<file path="config.mk">
export PLATFORM = sky130hd
export DESIGN_NAME = osc_freq_classifier
export DESIGN_NICKNAME = d
export VERILOG_FILES = /design/src/rtl/oscfc_pkg.sv /design/src/rtl/oscfc_ref_sync.sv /design/src/rtl/oscfc_grade.sv /design/src/rtl/osc_freq_classifier.sv
export SDC_FILE = /design/constraint.sdc
export NUM_CORES = 1
export LEC_CHECK = 0
export ABC_AREA = 1
export BUFFER_PORTS_ARGS = -buffer_cell sky130_fd_sc_hd__buf_2
export CORE_MARGIN = 4
export CORE_UTILIZATION = 60
export CTS_CLUSTER_SIZE = 20
export DETAILED_ROUTE_END_ITERATION = 12
export PLACE_DENSITY = 0.82
export SYNTH_ARGS = -nofsm -noshare
export SYNTH_HDL_FRONTEND = slang
export SYNTH_SLANG_ARGS = --single-unit
</file>
<file path="constraint.sdc">
create_clock -name clk -period 2.6 [get_ports clk]
set_clock_uncertainty 0.2 [all_clocks]
set_input_delay 0.13 -clock clk [delete_from_list [all_inputs] [get_ports clk]]
set_output_delay 0.13 -clock clk [all_outputs]
set_load 0.005 [all_outputs]
</file>
<file path="src/rtl/oscfc_pkg.sv">
package oscfc_pkg;

    // Frequency class encoding (matches R4)
    typedef enum logic [2:0] {
        FQ_12M  = 3'd0,
        FQ_13M  = 3'd1,
        FQ_19M2 = 3'd2,
        FQ_24M  = 3'd3,
        FQ_26M  = 3'd4,
        FQ_38M4 = 3'd5
    } freq_e;

    typedef enum logic [1:0] {
        ST_IDLE,
        ST_SETTLE,
        ST_SPAN,
        ST_REPORT
    } state_e;

    // Lower bounds (exclusive) of each class, in scaled cycle counts
    localparam int unsigned LIM_38M4 = 19000;
    localparam int unsigned LIM_26M  = 15200;
    localparam int unsigned LIM_24M  = 13000;
    localparam int unsigned LIM_19M2 = 9000;
    localparam int unsigned LIM_13M  = 7600;

    localparam logic [1:0] PRESC_DIV1 = 2'd1;
    localparam logic [1:0] PRESC_DIV2 = 2'd2;

    typedef struct packed {
        freq_e      freq;
        logic [2:0] sel;
        logic [1:0] idx;
        logic [1:0] presc;
    } verdict_t;

endpackage

</file>
<file path="src/rtl/oscfc_ref_sync.sv">
module oscfc_ref_sync #(
    parameter int STAGES = 2
) (
    input  logic clk,
    input  logic rst_n,
    input  logic ref_in,
    output logic tick
);
    localparam int SH_W = STAGES + 1;

    logic [SH_W-1:0] sh_q;

    always_ff @(posedge clk or negedge rst_n) begin
        if (!rst_n) begin
            sh_q <= '0;
        end else begin
            sh_q <= {sh_q[SH_W-2:0], ref_in};
        end
    end

    // rising edge of the synchronized level
    assign tick = sh_q[STAGES-1] & ~sh_q[STAGES];

    a_r7_tick_single: assert property (@(posedge clk) disable iff (!rst_n)
        tick |=> !tick)
        else $error("a_r7_tick_single");

endmodule

</file>
<file path="src/rtl/oscfc_grade.sv">
module oscfc_grade
    import oscfc_pkg::*;
#(
    parameter int CW = 32
) (
    input  logic [CW:0] count,
    output verdict_t    verdict
);
    localparam logic [CW:0] L38 = (CW+1)'(LIM_38M4);
    localparam logic [CW:0] L26 = (CW+1)'(LIM_26M);
    localparam logic [CW:0] L24 = (CW+1)'(LIM_24M);
    localparam logic [CW:0] L19 = (CW+1)'(LIM_19M2);
    localparam logic [CW:0] L13 = (CW+1)'(LIM_13M);

    freq_e      fq;
    logic [2:0] sel;

    // strict comparisons, highest class first
    always_comb begin
        if (count > L38)      fq = FQ_38M4;
        else if (count > L26) fq = FQ_26M;
        else if (count > L24) fq = FQ_24M;
        else if (count > L19) fq = FQ_19M2;
        else if (count > L13) fq = FQ_13M;
        else                  fq = FQ_12M;
    end

    always_comb begin
        unique case (fq)
            FQ_38M4: sel = 3'd4;
            FQ_26M:  sel = 3'd3;
            FQ_19M2: sel = 3'd2;
            FQ_13M:  sel = 3'd1;
            default: sel = 3'd0;
        endcase
    end

    always_comb begin
        verdict.freq = fq;
        verdict.sel  = sel;
        if (sel > 3'd2) begin
            verdict.idx   = 2'(sel >> 1);
            verdict.presc = PRESC_DIV2;
        end else begin
            verdict.idx   = sel[1:0];
            verdict.presc = PRESC_DIV1;
        end
    end

endmodule

</file>
<file path="src/rtl/osc_freq_classifier.sv">
module osc_freq_classifier
    import oscfc_pkg::*;
#(
    parameter int CW          = 32,
    parameter int WAIT_TICKS  = 20,
    parameter int WIN_TICKS   = 20,
    parameter int SYNC_STAGES = 2
) (
    input  logic       clk,
    input  logic       rst_n,
    input  logic       ref_in,
    input  logic       start,
    input  logic       div2_on,
    output logic [2:0] freq_code,
    output logic [2:0] sel_code,
    output logic [1:0] tbl_idx,
    output logic [1:0] presc_field,
    output logic       done
);
    localparam int MAXT = (WAIT_TICKS > WIN_TICKS) ? WAIT_TICKS : WIN_TICKS;
    localparam int TW   = $clog2(MAXT + 1);
    localparam logic [TW-1:0] SETTLE_LAST = TW'(WAIT_TICKS - 1);
    localparam logic [TW-1:0] SPAN_LAST   = TW'(WIN_TICKS - 1);

    state_e        state_q, state_d;
    logic          tick;
    logic [TW-1:0] tcnt_q;
    logic [CW-1:0] cyc_q, snap_q, span_q;
    logic          div2_q;
    logic [CW:0]   scaled;
    verdict_t      verdict;
    logic          accept, last_settle, last_span;

    oscfc_ref_sync #(.STAGES(SYNC_STAGES)) u_sync (
        .clk    (clk),
        .rst_n  (rst_n),
        .ref_in (ref_in),
        .tick   (tick)
    );

    assign accept      = (state_q == ST_IDLE) && start;
    assign last_settle = tick && (tcnt_q == SETTLE_LAST);
    assign last_span   = tick && (tcnt_q == SPAN_LAST);

    // state register
    always_ff @(posedge clk or negedge rst_n) begin
        if (!rst_n) state_q <= ST_IDLE;
        else        state_q <= state_d;
    end

    always_comb begin
        state_d = state_q;
        unique case (state_q)
            ST_IDLE:   if (start)       state_d = ST_SETTLE;
            ST_SETTLE: if (last_settle) state_d = ST_SPAN;
            ST_SPAN:   if (last_span)   state_d = ST_REPORT;
            ST_REPORT:                  state_d = ST_IDLE;
        endcase
    end

    // counters, snapshot and span
    always_ff @(posedge clk or negedge rst_n) begin
        if (!rst_n) begin
            cyc_q  <= '0;
            tcnt_q <= '0;
            snap_q <= '0;
            span_q <= '0;
            div2_q <= 1'b0;
        end else begin
            cyc_q <= accept ? '0 : cyc_q + 1'b1;
            if (accept) begin
                tcnt_q <= '0;
                div2_q <= div2_on;
            end else if (((state_q == ST_SETTLE) || (state_q == ST_SPAN)) && tick) begin
                if (((state_q == ST_SETTLE) && last_settle) || ((state_q == ST_SPAN) && last_span))
                    tcnt_q <= '0;
                else
                    tcnt_q <= tcnt_q + 1'b1;
            end
            if ((state_q == ST_SETTLE) && last_settle) snap_q <= cyc_q;
            if ((state_q == ST_SPAN) && last_span)     span_q <= cyc_q - snap_q;
        end
    end

    assign scaled = div2_q ? {span_q, 1'b0} : {1'b0, span_q};

    oscfc_grade #(.CW(CW)) u_grade (
        .count   (scaled),
        .verdict (verdict)
    );

    // outputs
    always_ff @(posedge clk or negedge rst_n) begin
        if (!rst_n) begin
            done        <= 1'b0;
            freq_code   <= '0;
            sel_code    <= '0;
            tbl_idx     <= '0;
            presc_field <= '0;
        end else begin
            done <= (state_q == ST_REPORT);
            if (state_q == ST_REPORT) begin
                freq_code   <= verdict.freq;
                sel_code    <= verdict.sel;
                tbl_idx     <= verdict.idx;
                presc_field <= verdict.presc;
            end
        end
    end

    a_r8_done_pulse: assert property (@(posedge clk) disable iff (!rst_n)
        done |=> !done)
        else $error("a_r8_done_pulse");

    a_r8_hold: assert property (@(posedge clk) disable iff (!rst_n)
        !done |-> $stable({freq_code, sel_code, tbl_idx, presc_field}))
        else $error("a_r8_hold");

    a_r6_presc_pairs: assert property (@(posedge clk) disable iff (!rst_n)
        done |-> ((sel_code > 3'd2) == (presc_field == PRESC_DIV2)))
        else $error("a_r6_presc_pairs");

    a_r5_shared_zero: assert property (@(posedge clk) disable iff (!rst_n)
        (done && (freq_code == FQ_24M)) |-> (sel_code == 3'd0))
        else $error("a_r5_shared_zero");

    a_r9_no_restart: assert property (@(posedge clk) disable iff (!rst_n)
        (((state_q == ST_SETTLE) || (state_q == ST_SPAN)) && start) |=> (cyc_q != '0))
        else $error("a_r9_no_restart");

endmodule

</file>
[After elaboration in Yosys (flattened, before gate mapping)]
Index checks and enable logic that the tools add are counted.
Storage, ports and cells
  register bits: 118
  bits of input ports: 5
  output and inout bits: 11
  word-level logic and storage cells: 60
Cells by class
  $add $sub $neg: 3
  $lt $le $gt $ge: 6
  equality and inequality tests: 11
  muxes and demuxes: 16
  bitwise logic cells: 2
  reduce and logical (&&, ||, !) cells: 10
Operator list (number)
  33-bit by 14-bit > comparator with 1-bit output (second input constant): 3
  33-bit by 13-bit > comparator with 1-bit output (second input constant): 1
  33-bit by 15-bit > comparator with 1-bit output (second input constant): 1
  33-bit two-way mux: 1
  32-bit by 1-bit adder with 32-bit output (second input constant): 1
  32-bit two-way mux: 1
  32-bit subtractor: 1
  5-bit two-way mux: 3
  3-bit two-way mux: 4
  3-bit case mux with 4 select lines: 1
  2-bit case mux with 4 select lines: 1
  3-bit == test (second input constant): 2
  2-bit two-way mux: 3
  2-bit != test (second input constant): 3
  5-bit by 1-bit adder with 5-bit output (second input constant): 1
  5-bit == test (second input constant): 1
  1-bit logical AND: 5
  2-bit == test (second input constant): 2
  4-bit two-way mux: 1
  3-bit by 1-bit == test with 1-bit output (second input constant): 1
  3-bit by 2-bit == test with 1-bit output (second input constant): 1
  3-bit by 2-bit > comparator with 1-bit output (second input constant): 1
  3-bit AND reduction: 1
  2-bit by 1-bit == test with 1-bit output (second input constant): 1
  6 further kinds: 7

[Logic depth before layout (Yosys ltp)]
  depth after elaboration: 11
  mapped depth: 16
  mapped depth without buffers: 16

[Modules after synthesis]
Synthesis repeated with hierarchy kept, for this count alone.
Second synthesis, totals
  cell total of the unflattened synthesis: 1310
  area, all modules: 8607.0 sq um
By module, submodules not included
  osc_freq_classifier: instances 1, cells an instance 1149, area each 7808.7 sq um, seq. area each 2877.8 sq um
  oscfc_grade: instances 1, cells an instance 156, area each 713.2 sq um, seq. area each 0.0 sq um
  oscfc_ref_sync: instances 1, cells an instance 5, area each 85.1 sq um, seq. area each 75.1 sq um

[Worst setup path after synthesis]
No wires, ideal clock.
  path type: register -> register
  from: register cyc_q[0]
  to: register span_q[30]
  setup time: 132 ps
  data arrival time: 2013 ps
  data required time: 2268 ps
  setup slack: 255 ps
  cell stages (with the launch flop): 12
  buffers on the path: 0
  period minus slack after synthesis: 2345 ps
  cell sequence: dfrtp_1 inv_1 ha_1 fa_1 o21ai_2 a21boi_0 o21ai_1 nand3_1 nand2_1 nand2_1 nand3_1 o21ai_0
On the way
  cells in the longest elaborated chain, start to end: 1
Ends and longest elaborated chain
  from (decl): RTL line osc_freq_classifier.sv:28  | logic [CW-1:0] cyc_q, snap_q, span_q;
  from (signal assigned): RTL line osc_freq_classifier.sv:70  | cyc_q <= accept ? '0 : cyc_q + 1'b1;
  32-bit subtractor: RTL line osc_freq_classifier.sv:81  | if ((state_q == ST_SPAN) && last_span) span_q <= cyc_q - snap_q;
  to (signal assigned): RTL line osc_freq_classifier.sv:81
  to (decl): RTL line osc_freq_classifier.sv:28
No other way between the ends.
A chain may end at the register's enable or synchronous reset.

[Final worst setup path]
  from: register cyc_q[9]
  to: register span_q[21]
Same word-level chain as after synthesis.

==> run metrics <==
status finished, final reports clean; Mapped Area 0.00806 mm²; Post-synth EDFFs 0; worst r2r src cyc_q[9]; Crit. End Element flop; first-pass GRT wire length 34000 µm; Die H 124 µm; dpl cells 1346; Die W 124 µm; row cnt 42; Post-Synthesis Cells 1154; Synth Flop Type dfrtp_1; slowest stage delay, CP 410 ps; root buf cell clkbuf_16; critical path's top delay family simple AND/OR/NAND/NOR gates; Slew HR 0.519; final HPWL from detailed placement 15000 µm; MaxCap Viol Count 0; synth top area cells dfrtp_1 (37%), nand2_1 (14%), inv_1 (7.2%); number of global-route vias before repair 7276; crit path launch type flop; Seq cells post-synth 118; Synth cell types 48; Hold Crit Class primary input to async pin; total grt overflow 0; wire length per cell 14.7 µm; # diodes 0; Yosys warnings 0; clock network power share 0.286; core box area 0.0132 mm²; First-pass DRT Iterations 5; Final Core Density 0.689; vias per cell 5.54; routed via count 7663; final setup margin 144 ps; PD cells 889 mW/mm²; CP bufs+invs 0; worst-margin pin slew 720 ps; largest net degree at the start of global routing 119; P_sw 3350 µW; asr flop ratio synth 1.00; Worst Reg2Reg Path Length in Cells 9; Die ar. 0.0154 mm²; GPL Wtd Cong 1.04; final slew viol count 0; initial antenna violation count 0; sequential power share 0.278; Inserted Clock Buffers 17; Crit Path Class flop to flop; clock-pin slew of the registers on the worst-case setup and hold paths 60 ps; CP Max Fanout 5; total negative slack 0 ps; Max Root-Sink Buffers 2; nets@finish 1237; layout cell share with drive strength beyond 1 0.0978; deepest level of the CTS H-tree 4; Skew-Pair Late Insertion Delay 430 ps; combinational power share 0.437; post-synthesis sequential area ratio 0.366; Setup-failing EPs final 0; worst slack, placed 16.0 ps; crit path DAT 2560 ps; Layout Cells excl Fill 1382; final hold vios 0; Leak 0.00460 µW; mean post-synth cell area 6.99 µm²; FF-to-FF setup slack 140 ps; area grow syn2layout 12.7%; Sink Count 118; Synth area leader dfrtp_1; peak supply drop 0.464 mV; sw frac 0.415; Crit. Startpoint cyc_q[9]; RR Endpoint span_q[21]; FMAX 0.407 GHz; slowest CP cell ha_1; period utilization 0.945; RSZ-0062 raised after global routing false; DRC 0; ANT nets after route 0; WL final 20400 µm; net count after synthesis 1198; required time of the critical path 2700 ps; Post-CTS Setup Inserts 0; DRT iter0 DRCs 467; min Tclk post-route 2460 ps; critical path cell sequence ha_1, nand2_1, nor2_1, nand3_1, nand2_1, a21oi_1, or2_2, nand3_1, o21ai_0; total track usage 0.282; Pwr Total 8070 µW; CTS tree done; Starting Density 0.611; top cell type's share of synthesized area 0.366; Port Buf Inserts 15; Internal 4720 µW; IO Count 16
-- logic make-up (layout without fill, tap and decap cells) --
kind of cell / after synthesis / count (layout) / synth area share
AOI/OAI and AO/OA: 193 / 193 / 0.130
xor gates and xnor gates: 28 / 28 / 0.0304
adders and majority gates: 39 / 39 / 0.0615
buffers and inverters: 179 / 231 / 0.0889
DFF: 118 / 118 / 0.366
muxes: 1 / 1 / 0.00140
and+or+nand+nor: 596 / 596 / 0.321
-- layer usage --
| metal | share of wire | track usage |
|---|---|---|
| met3 | 0.056 | 0.0427 |
| met4 | 0.045 | 0.140 |
| met1 | 0.44 | 0.365 |
| met2 | 0.46 | 0.462 |
| met5 | 0 | 0 |
-- cells in the mapped netlist (2+ instances only) --
cell,count
nor3_2,2
a21boi_0,3
nor4_1,6
clkbuf_1,16
a31oi_1,4
xnor2_1,12
o22ai_1,2
and2_1,2
and3_1,2
o21ai_2,2
nand3b_1,5
o21a_1,3
nand3_1,67
nor2_2,9
ha_1,38
nor3_1,39
o21ai_1,5
buf_6,5
inv_1,155
or2_2,4
nand2_2,16
a21oi_1,65
o21ai_0,94
nand4_1,11
nor2_1,119
dfrtp_1,118
o21bai_1,6
nand2_1,307
nor3_4,2
buf_2,2
xor2_1,16
-- timing repair --
action | 4_1_cts | 5_1_grt
pin swaps | 0 | 0
hold buffers | 4 | 0
resized for setup | 1 | 5
endpoints found under the setup margin | 2 | 7
endpoints found under the hold margin | 122 | 0
-- how the worst max path moves through the flow --
stage,depth (start not counted),slack (ps),endpoint
floorplan,11,260,span_q[30]
global placement,11,120,span_q[30]
detailed placement,11,20,span_q[30]
CTS,11,40,span_q[24]
global route,9,0.3,span_q[16]
finish,9,140,span_q[21]
-- power groups by stage --
stage,Sequential (µW),Combinational (µW),Clock (µW)
after detailed placement,2270,3420,0
after floorplan,2240,2630,0
final,2240,3530,2300
after global placement,2250,3340,0
after CTS,2240,3470,2320
after global routing,2270,4000,2400
-- tightest hold or removal path: cells and delay by family --
family | cells | cell delay, ps
buf+inv | 3 | 1040
-- sequential cells by signal, summed over array words and instances (netlist names), 3 cells and up --
signal,count
cyc_q,32
freq_code,3
sel_code,3
snap_q,32
span_q,32
tcnt_q,5
u_sync.sh_q,3
-- stage by stage --
step                      instance area [µm²]  hold WS [ps]
after detailed placement                 8450          45.1
after floorplan                          8060          -366
final                                    9080          95.6
after CTS                                9070           142
after global routing                     9080           155
after global placement                   8450          39.7
-- cell type report --
type                    instances  area, µm²
inverters                     156        591
repair buffers                 43        323
clock buffers                  17        425
multi-input cells             857       4410
clock inverters                15        158
flip-flops and latches        118       2950
well taps                     176        220
fillers                      1104       4110
-- cells in the final DEF (no fill, tap or decap), types with 2 or more instances in the layout --
cell type,Yosys,layout
nand3b_1,5,5
buf_4,0,23
and3_1,2,2
buf_2,2,14
nand4_1,11,11
o21ai_2,2,3
nor3_4,2,2
clkbuf_16,0,17
o21bai_1,6,6
nor3_1,39,39
inv_1,155,155
nand3_1,67,67
bufinv_16,0,2
clkinv_2,0,3
xnor2_1,12,12
a21oi_1,65,65
a21boi_0,3,2
nand2_2,16,16
xor2_1,16,16
nor2_4,1,2
o22ai_1,2,2
a31oi_1,4,4
nor2_2,9,9
nand2_1,307,307
clkinvlp_4,0,4
o21a_1,3,3
dlygate4sd3_1,0,4
nor2_1,119,118
o21ai_1,5,5
nor3_2,2,2
o21ai_0,94,93
dfrtp_1,118,118
or2_2,4,4
buf_12,0,2
and2_1,2,2
inv_6,1,2
clkinv_4,0,5
ha_1,38,38
nor4_1,6,6
No activity file was read; power rests on OpenSTA's default activity.
